--- src/rtl/fsync_pwr_ctl.sv ---
module fsync_pwr_ctl #(
  parameter int PIN_WIN    = 16,
  parameter int IDLE_TICKS = 8
) (
  input  logic clk,
  input  logic rst_n,
  input  logic pdn_pin,
  input  logic fs_tx,
  input  logic fs_rx,
  input  logic frame_tick,
  output logic pwr_up,
  output logic dx_permit
);
  localparam int QW = $clog2(PIN_WIN + 1);
  localparam int IW = $clog2(IDLE_TICKS + 1);

  logic          pin_q, tx_q, rx_q;
  logic [QW-1:0] quiet;
  logic [IW-1:0] idle;
  logic [1:0]    tx_seen;
  logic          awake;

  always_ff @(posedge clk) begin
    pin_q <= pdn_pin;
    tx_q  <= fs_tx;
    rx_q  <= fs_rx;
  end

  wire pin_edge = pdn_pin ^ pin_q;
  wire pdn_req  = pin_q & (quiet == QW'(PIN_WIN));
  wire tx_rise  = fs_tx & ~tx_q;
  wire any_rise = tx_rise | (fs_rx & ~rx_q);
  wire expire   = awake & frame_tick & (idle == IW'(IDLE_TICKS - 1)) & ~any_rise;
  wire awake_nx = ~pdn_req & (any_rise | (awake & ~expire));

  always_ff @(posedge clk) begin
    if (!rst_n)
      quiet <= '0;
    else if (pin_edge)
      quiet <= '0;
    else if (quiet != QW'(PIN_WIN))
      quiet <= quiet + 1'b1;
  end

  always_ff @(posedge clk) begin
    if (!rst_n || !awake_nx || any_rise)
      idle <= '0;
    else if (frame_tick)
      idle <= idle + 1'b1;
  end

  always_ff @(posedge clk) begin
    if (!rst_n) begin
      awake   <= 1'b0;
      tx_seen <= 2'd0;
    end else begin
      awake <= awake_nx;
      if (!awake_nx)
        tx_seen <= 2'd0;
      else if (tx_rise && tx_seen != 2'd2)
        tx_seen <= tx_seen + 2'd1;
    end
  end

  assign pwr_up    = awake;
  assign dx_permit = awake & (tx_seen == 2'd2);
endmodule

--- config.mk ---
export PLATFORM = sky130hd
export DESIGN_NAME = fsync_pwr_ctl
export DESIGN_NICKNAME = d
export VERILOG_FILES = /design/src/rtl/fsync_pwr_ctl.sv
export SDC_FILE = /design/constraint.sdc
export NUM_CORES = 1
export LEC_CHECK = 0
export ABC_AREA = 1
export BUFFER_PORTS_ARGS = -buffer_cell sky130_fd_sc_hd__buf_2
export CORE_MARGIN = 5
export CORE_UTILIZATION = 45
export CTS_CLUSTER_SIZE = 8
export DETAILED_ROUTE_END_ITERATION = 7
export GPL_ROUTABILITY_DRIVEN = 0
export PLACE_DENSITY = 0.68
export RECOVER_POWER = 50
export SETUP_SLACK_MARGIN = 0.02
export SLEW_MARGIN = 20
export SYNTH_ARGS = -nofsm -noshare
export SYNTH_HDL_FRONTEND = slang
export SYNTH_SLANG_ARGS = --single-unit
--- constraint.sdc ---
create_clock -name clk -period 2.2 [get_ports clk]
set_input_delay 0.33 -clock clk [delete_from_list [all_inputs] [get_ports clk]]
set_output_delay 0.33 -clock clk [all_outputs]
set_load 0.02 [all_outputs]
After elaboration in Yosys (flattened, before gate mapping)
Index checks and enable logic that the tools add are counted.
Widths: inputs -> output; s select.

storage, ports and cells
  flip-flop bits (word level) = 15
  input port bits = 6

cells by class
  reduce and logical (&&, ||, !) cells = 7
  $add $sub $neg = 3
  bitwise logic cells = 18
  equality and inequality tests = 5

operators by type and width
  operator             count
  $and 1x1->1          9
  $not 1->1            6
  $add 5x1->5 const B  1
  $eq 5x5->1 const B   1
  $ne 5x5->1 const B   1
  $add 4x1->4 const B  1
  $eq 4x3->1 const B   1
  $add 2x1->2 const B  1
  $eq 2x2->1 const B   1
  $logic_not 1->1      2
  $logic_or 1x1->1     2
  $ne 2x2->1 const B   1
  $or 1x1->1           2
  $reduce_and 2->1     1
  $reduce_or 2->1      1
  $logic_and 1x1->1    1
  $xor 1x1->1          1

Logic depth before layout (Yosys ltp)
Gate-level depths: netlist (run 1).

  depth in word-level cells = 12
  gate-level depth with buffers = 9
  depth with buffers taken out = 9

Worst setup path before layout (run 1)
No wires, ideal clock.

  path kind = reg2reg
  start point = register tx_seen[0]
  end point = register tx_seen[1]
  arrival time = 1.010 ns
  library setup time = 0.064 ns
  setup slack = 1.126 ns
  cell stages (with the launch flop) = 7
  cell sequence = dfxtp_1 inv_1 ha_1 nand3b_1 o21ai_0 inv_1 nor2_1

on the way
  cells in the longest elaborated chain, start to end = 2

RTL lines
  item                                                                 RTL line  source
  start, declared                                                      20        logic [1:0] tx_seen;
  start signal, assigned                                               61        tx_seen <= tx_seen + 2'd1;
  parallel branches: the longest is 2 deep, another holds $add 2x1->2  n/a

Parallel ways; which one is timed is not known.
A chain may end at the register's enable or synchronous reset.

Worst setup path after layout (run 1)
  start point = register tx_seen[0]
  end point = output port dx_permit

on the way
  cells in the longest elaborated chain, start to end = 2

RTL lines
  item           RTL line  source
  $eq 2x2->1     66        assign dx_permit = awake & (tx_seen == 2'd2);
  $and 1x1->1    66
  end, declared  12        output logic dx_permit

Every way passes these cells.

==> results.py, run 1 <==
metrics = {
    "run_status": {
        "status": "completed",
    },
    "sta": {
        "number_of_hold_violations_in_the_final_report": 0,
        "worst_margin_pin_slew_ps": 252,
        "layout_setup_ws_ps": 774,
        "layout_worst_path_cycle_share_pct": 64.8,
        "fin_setup_tns_ps": 0,
        "skew_ps": 3.21,
        "finalCriticalPeriod_ps": 1430,
        "setup_violations": 0,
        "unrepaired_setup_endpoints_after_global_routing": "false",
        "timing.max_slew.rel_slack_pct": 83.3,
        "slew_viol_final": 0,
        "fmaxAchievable_ghz": 0.701,
    },
    "power": {
        "max_vdd_drop_mv": 0.283,
        "power_frac_seq_pct": 60.2,
        "power.leakage_nw": 0.325,
        "cell_internal_pwr_uw": 367,
        "power.share.clock_pct": 31.5,
        "power.switching_uw": 110,
        "switching_share_pct": 23.0,
        "power.density_nw_per_um2": 647,
        "comb_power_share_pct": 8.4,
    },
    "global_route": {
        "number_of_global_route_vias_before_repair": 421,
        "maximum_number_of_pins_on_one_net_before_global_route_repair": 9,
        "grt.overflow.total": 0,
        "grt_pass1_wl_um": 1660,
        "gr-usage-all-layers_pct": 9.09,
        "initial_antenna_violation_count": 0,
    },
    "clocking": {
        "cts_made_buffers": 3,
        "number_of_hold_buffers_added_after_cts": 0,
        "clockRootBuffer": "clkbuf_4",
        "clk_transition_reported_paths_ps": 80,
        "clkSinkCount": 15,
        "tritoncts_clock_tree": "yes",
        "clock_tree.htree_level_count": 1,
        "cts_post_setup_buffers_inserted": 0,
        "worst_skew_pair.late_latency_ps": 270,
        "clock_path_buffers": 2,
        "post_cts_sizing_count": 0,
    },
    "logic_synthesis": {
        "sequential_fraction_of_the_synthesis_area_pct": 45.5,
        "synth_flop_cell": "dfxtp_1",
        "postSynthRegisterBits": 15,
        "netlist_area_um2": 661,
        "yosysUniqueCellTypes": 21,
        "postSynthNetCount": 88,
        "yosys_warnings": 0,
        "synth-edff-count": 0,
        "netlist_top_cells_area": "dfxtp_1 (45%), ha_1 (7.6%), inv_1 (6.3%), nand2_1 (6.3%), xor2_1 (5.3%)",
        "post_synth_inst_count": 78,
        "mean_area_per_synthesized_cell_um2": 8.47,
        "yosys-top-cells-count": "dfxtp_1 (15), inv_1 (11), nand2_1 (11), nor2_1 (9), nand3_1 (5)",
        "synthArstFlopShare_pct": 0,
        "synthMostInstantiatedCell": "dfxtp_1",
        "cell_accounting_for_the_most_synthesized_area": "dfxtp_1",
        "yosysTopAreaCellShare_pct": 45.5,
    },
    "finish": {
        "area_growth_syn_to_layout_pct": 11.6,
        "nNetsFinal": 100,
        "final_layout_size_suffix_gt1_share_pct": 14.6,
        "post-route-util_pct": 54.6,
        "insertedDiodeCount": 0,
        "finalInstanceArea_um2": 737,
        "fin_cells": 104,
    },
    "die": {
        "rows": 13,
        "die_h_um": 48.3,
        "io_pins": 8,
        "initial_util_pct": 48.9,
        "core_area_um2": 1350,
        "design.die.area_um2": 2330,
        "dieWidth_um": 48.3,
    },
    "drt": {
        "vias": 498,
        "postRouteWirelength_um": 972,
        "drc": 0,
        "via_per_inst": 4.79,
        "antenna_left": 0,
        "route.detailed.wl_per_inst_um": 9.35,
        "dr_iter_0_viols": 3,
        "drt_pass1_iterations": 4,
    },
    "critical_path": {
        "setup.reg_to_reg.worst_slack_ps": 1000,
        "setup.worst_path.class": "register to output port",
        "crit_path_end_kind": "output port",
        "timing.critical_path.arrival_ps": 1100,
        "startpoint_type": "register",
        "crit_required_ps": 1870,
        "cp_max_fo": 2,
    },
    "job": {
        "max_cap_viol_count": 0,
    },
    "placement": {
        "hpwl_um": 776,
        "placed_cells_incl_taps": 100,
        "place_worst_setup_slack_ps": 1030,
        "placement.cell_area_um2": 714,
        "port_buf_inserts": 7,
    },
    "hold_path": {
        "worst_hold_path_type": "input pin to register",
    },
}
## worst max-delay path, cell delays in order (launching register included)
cell     delay [ps]
dfxtp_1         350
inv_1            50
ha_1            190
nand2_1          60
inv_1            30
buf_2           140
## sequential cells by signal, indices dropped and copies added (netlist names)
signal and flops:
quiet 5, idle 4, tx_seen 2, pin_q 1, pwr_up 1, rx_q 1, tx_q 1
## power by group through the flow
stage / Sequential, mW / Clock, mW / Combinational, mW
final: 0.287 / 0.150 / 0.0399
after global routing: 0.288 / 0.175 / 0.0458
after CTS: 0.287 / 0.161 / 0.0412
after detailed placement: 0.293 / 0 / 0.0408
after global placement: 0.293 / 0 / 0.0397
after floorplan: 0.294 / 0 / 0.0259
## final cells by class
| cell class | count | area [µm²] |
|---|---|---|
| repair buffers | 7 | 31.3 |
| clock buffers | 4 | 26.3 |
| inverters | 12 | 45.0 |
| multi-input cells | 51 | 315 |
| fillers | 135 | 613 |
| flip-flops and latches | 15 | 300 |
| well taps | 15 | 18.8 |
## routing by layer
metal  vias to the layer above  global-route usage (%)  share of wire [%]
met5                         -                       0                  0
met4                         0                    8.29                1.2
met3                         2                    3.67                8.0
met2                        16                    12.4                 44
met1                       211                    10.6                 47
li1                        269                       -                  -
## placed cells by master (no fill, tap or decap), drive strengths merged, types with 3 or more instances in the layout
cell type and n:
clkbuf 7, dfxtp 15, nor2 10, ha 4
inv 12, xnor2 3, o21ai 3, a21oi 3
buf 4, nand3 7, nand2 12, xor2 4
## cells by family after synthesis
| logic type | after synthesis | share of synthesized area [%] |
|---|---|---|
| compound gates | 6 | 5.11 |
| flops | 15 | 45.5 |
| buf+inv | 12 | 6.82 |
| xor+xnor | 7 | 9.28 |
| simple gates | 33 | 24.2 |
| fa+ha+maj | 4 | 7.58 |
| mux | 1 | 1.52 |
## stage by stage
step / hold slack [ps] / power [mW]
after floorplan: 358 / 0.320
after global placement: 447 / 0.333
after detailed placement: 450 / 0.334
after CTS: 156 / 0.489
after global routing: 150 / 0.509
final: 170 / 0.477
## worst paths after layout
| check | from | end | cells past startpoint |
|---|---|---|---|
| worst max-delay path | tx_seen[0] | dx_permit | 5 |
| worst max register to register | quiet[0] | idle[1] | 9 |
| worst min register to register | quiet[4] | quiet[4] | 2 |
| worst min-delay path | fs_rx | rx_q | 1 |
Power figures use the tool's default switching activity.
==> run 2: changes to the inputs <==
- ABC_AREA: 1 -> 0
- PLACE_DENSITY: 0.68 -> 0.71
- clock period: 2.2 -> 1.2 ns (I/O delays scaled with it)
==> run 2 against run 1 <==
Compared with the run above: the run now ends with negative setup slack left; sequential share of layout area shrank 7.5 points; cell count is the same; final area grew 25%; non-clock buffer count grew 11; sequential cell count is the same; synthesized cell count shrank 15%; core utilization grew 8.0 points; combinational power grew to 3.6 times the previous value; worst setup slack lost 850 ps; largest cell class unchanged; largest power group unchanged; highest routed layer unchanged.
==> results.py, run 2 <==
metrics = {
    "drt": {
        "dr_iter_0_viols": 9,
        "route.detailed.wl_per_inst_um": 11.8,
        "via_per_inst": 5.10,
        "drt_pass1_iterations": 4,
        "vias": 530,
        "highest-signal-layer": "met4",
        "postRouteWirelength_um": 1230,
        "dr_wl_met2_um": 649,
        "routed_wl_met3_um": 74,
        "drc": 0,
        "sum_of_routed_wire_segments_on_met1_um": 485,
        "antenna_left": 0,
    },
    "logic_synthesis": {
        "synth-edff-count": 0,
        "postSynthRegisterBits": 15,
        "postSynthNetCount": 76,
        "synthArstFlopShare_pct": 0,
        "post_synth_inst_count": 66,
        "yosys_warnings": 0,
        "yosysUniqueCellTypes": 22,
        "mean_area_per_synthesized_cell_um2": 10.2,
        "cell_accounting_for_the_most_synthesized_area": "dfxtp_1",
        "netlist_top_cells_area": "dfxtp_1 (44%), ha_1 (7.4%), nor3_1 (5.2%), xnor2_1 (5.2%), xor2_1 (5.2%)",
        "sequential_fraction_of_the_synthesis_area_pct": 44.4,
        "synthMostInstantiatedCell": "dfxtp_1",
        "netlist_area_um2": 676,
        "yosys-top-cells-count": "dfxtp_1 (15), inv_1 (7), nor3_1 (7), nor2_1 (6)",
        "synth_flop_cell": "dfxtp_1",
        "yosysTopAreaCellShare_pct": 44.4,
    },
    "clocking": {
        "worst_skew_pair.late_latency_ps": 280,
        "clock_tree.htree_level_count": 1,
        "clk_transition_reported_paths_ps": 90,
        "clkSinkCount": 15,
        "tritoncts_clock_tree": "yes",
        "clock_path_buffers": 2,
        "cts_made_buffers": 3,
        "clockRootBuffer": "clkbuf_4",
        "number_of_hold_buffers_added_after_cts": 0,
    },
    "sta": {
        "unrepaired_setup_endpoints_after_global_routing": "true",
        "slew_viol_final": 0,
        "layout_setup_ws_ps": -74.0,
        "worst_margin_pin_slew_ps": 347,
        "setup_violations": 4,
        "fmaxAchievable_ghz": 0.785,
        "finalCriticalPeriod_ps": 1270,
        "hold_ws_ps": 35.0,
        "number_of_hold_violations_in_the_final_report": 0,
        "layout_worst_path_cycle_share_pct": 106,
        "timing.max_slew.rel_slack_pct": 76.9,
        "skew_ps": 0.769,
        "fin_setup_tns_ps": -87.5,
    },
    "global_route": {
        "initial_antenna_violation_count": 0,
        "gr-usage-all-layers_pct": 11.4,
        "grt.overflow.total": 0,
        "maximum_number_of_pins_on_one_net_before_global_route_repair": 9,
        "grt_pass1_wl_um": 2130,
        "number_of_global_route_vias_before_repair": 542,
    },
    "run_status": {
        "status": "finished with violations",
        "failed_checks": "negative setup slack",
    },
    "die": {
        "design.die.area_um2": 2380,
        "core_area_um2": 1470,
        "io_pins": 8,
        "die_h_um": 48.8,
        "dieWidth_um": 48.8,
        "initial_util_pct": 45.9,
        "rows": 14,
    },
    "job": {
        "max_cap_viol_count": 0,
    },
    "power": {
        "p_total_uw": 963,
        "power.leakage_nw": 0.351,
        "power.density_nw_per_um2": 1050,
        "max_vdd_drop_mv": 0.695,
    },
    "finish": {
        "regs_by_ff_count": "quiet: 5 flops, idle: 4 flops, tx_seen: 2 flops",
        "post-route-util_pct": 62.6,
        "nNetsFinal": 99,
        "fillerInstances": 119,
        "most-common-layout-cells": "dfxtp_1 (10), buf_4 (10), nor2_1 (6)",
        "fin_cells": 104,
        "registers.top_by_ff_count": "quiet",
        "finalInstanceArea_um2": 921,
        "final_layout_size_suffix_gt1_share_pct": 44.3,
        "insertedDiodeCount": 0,
        "largest_register_ffs": 5,
        "area_growth_syn_to_layout_pct": 36.3,
    },
    "critical_path": {
        "startpoint_type": "register",
        "crit_required_ps": 1020,
        "slowest_stage": "dfxtp_2",
        "crit_path_max_incr_delay_ps": 340,
        "critical_path.cell_chain": "inv_2, ha_4, and2_4, buf_6",
        "crit_start": "tx_seen[0]",
        "crit_path_end_kind": "output port",
        "setup.worst_path.class": "register to output port",
        "timing.critical_path.arrival_ps": 1090,
        "cp_max_fo": 2,
        "crit-reg2reg-launch": "idle[0]",
    },
    "hold_path": {
        "worst_hold_path_type": "input pin to register",
        "holdCritStartpoint": "pdn_pin",
    },
    "placement": {
        "hpwl_um": 891,
        "placed_cells_incl_taps": 99,
        "placement.cell_area_um2": 823,
        "place_worst_setup_slack_ps": 0.346,
        "port_buf_inserts": 7,
    },
}
## run 2: changes by cell type in the layout (fill, tap and decap cells not counted), moves of 5 or more
| cell | delta |
|---|---|
| buf_4 | +10 |
| dfxtp_2 | +5 |
| inv_1 | -7 |
| nand2_1 | -7 |
| dfxtp_1 | -5 |
| nor3_2 | +5 |
## run 2: per-layer routing
layer	global-route usage (%)	vias up
met3	4.91	4
met2	20.4	12
met1	11.4	241
li1	-	273
met4	4.04	0
met5	0	-
## run 2: final timing paths
path                      to  slack [ps]  cells past startpoint
setup reg to reg  tx_seen[1]         -10                      5
hold reg to reg     quiet[0]         570                      3
hold / removal         pin_q          30                      1
setup / recovery   dx_permit         -70                      4
## run 2: critical path: cells and delay by family, from the launching register on
family | cells | cell delay [ps]
flops | 1 | 340
buf+inv | 2 | 160
fa+ha+maj | 1 | 160
simple gates | 1 | 150
## run 2: area by class of cell
type                       instances  area [µm²]  share of cell area (%)
sequential                        15         307                    33.3
inverter                           7        26.3                    2.85
timing repair buffer              18         116                    12.6
tap                               16        20.0                    2.17
multi-input combinational         44         425                    46.2
clock buffer                       4        26.3                    2.85
## run 2: what timing repair did
item                       CTS  global route
setup endpoints to repair    4             9
buffers inserted             1             0
gates resized for setup      9             9
pin swaps                    2             6
## run 2: cell families (layout without fill, tap and decap cells)
group | Yosys count | count (layout) | share of synthesized area (%)
and+or+nand+nor | 26 | 26 | 25.0
DFF | 15 | 15 | 44.4
xor gates and xnor gates | 8 | 8 | 10.4
buffers and inverters | 7 | 29 | 3.89
AOI/OAI and AO/OA | 5 | 5 | 7.41
adders and majority gates | 4 | 4 | 7.41
muxes | 1 | 1 | 1.48
## run 2: where the power goes
part / switching, mW / internal (mW) / total, mW
logic: 0.0714 / 0.0702 / 0.142
clock network: 0.162 / 0.129 / 0.291
registers: 0.0142 / 0.517 / 0.531
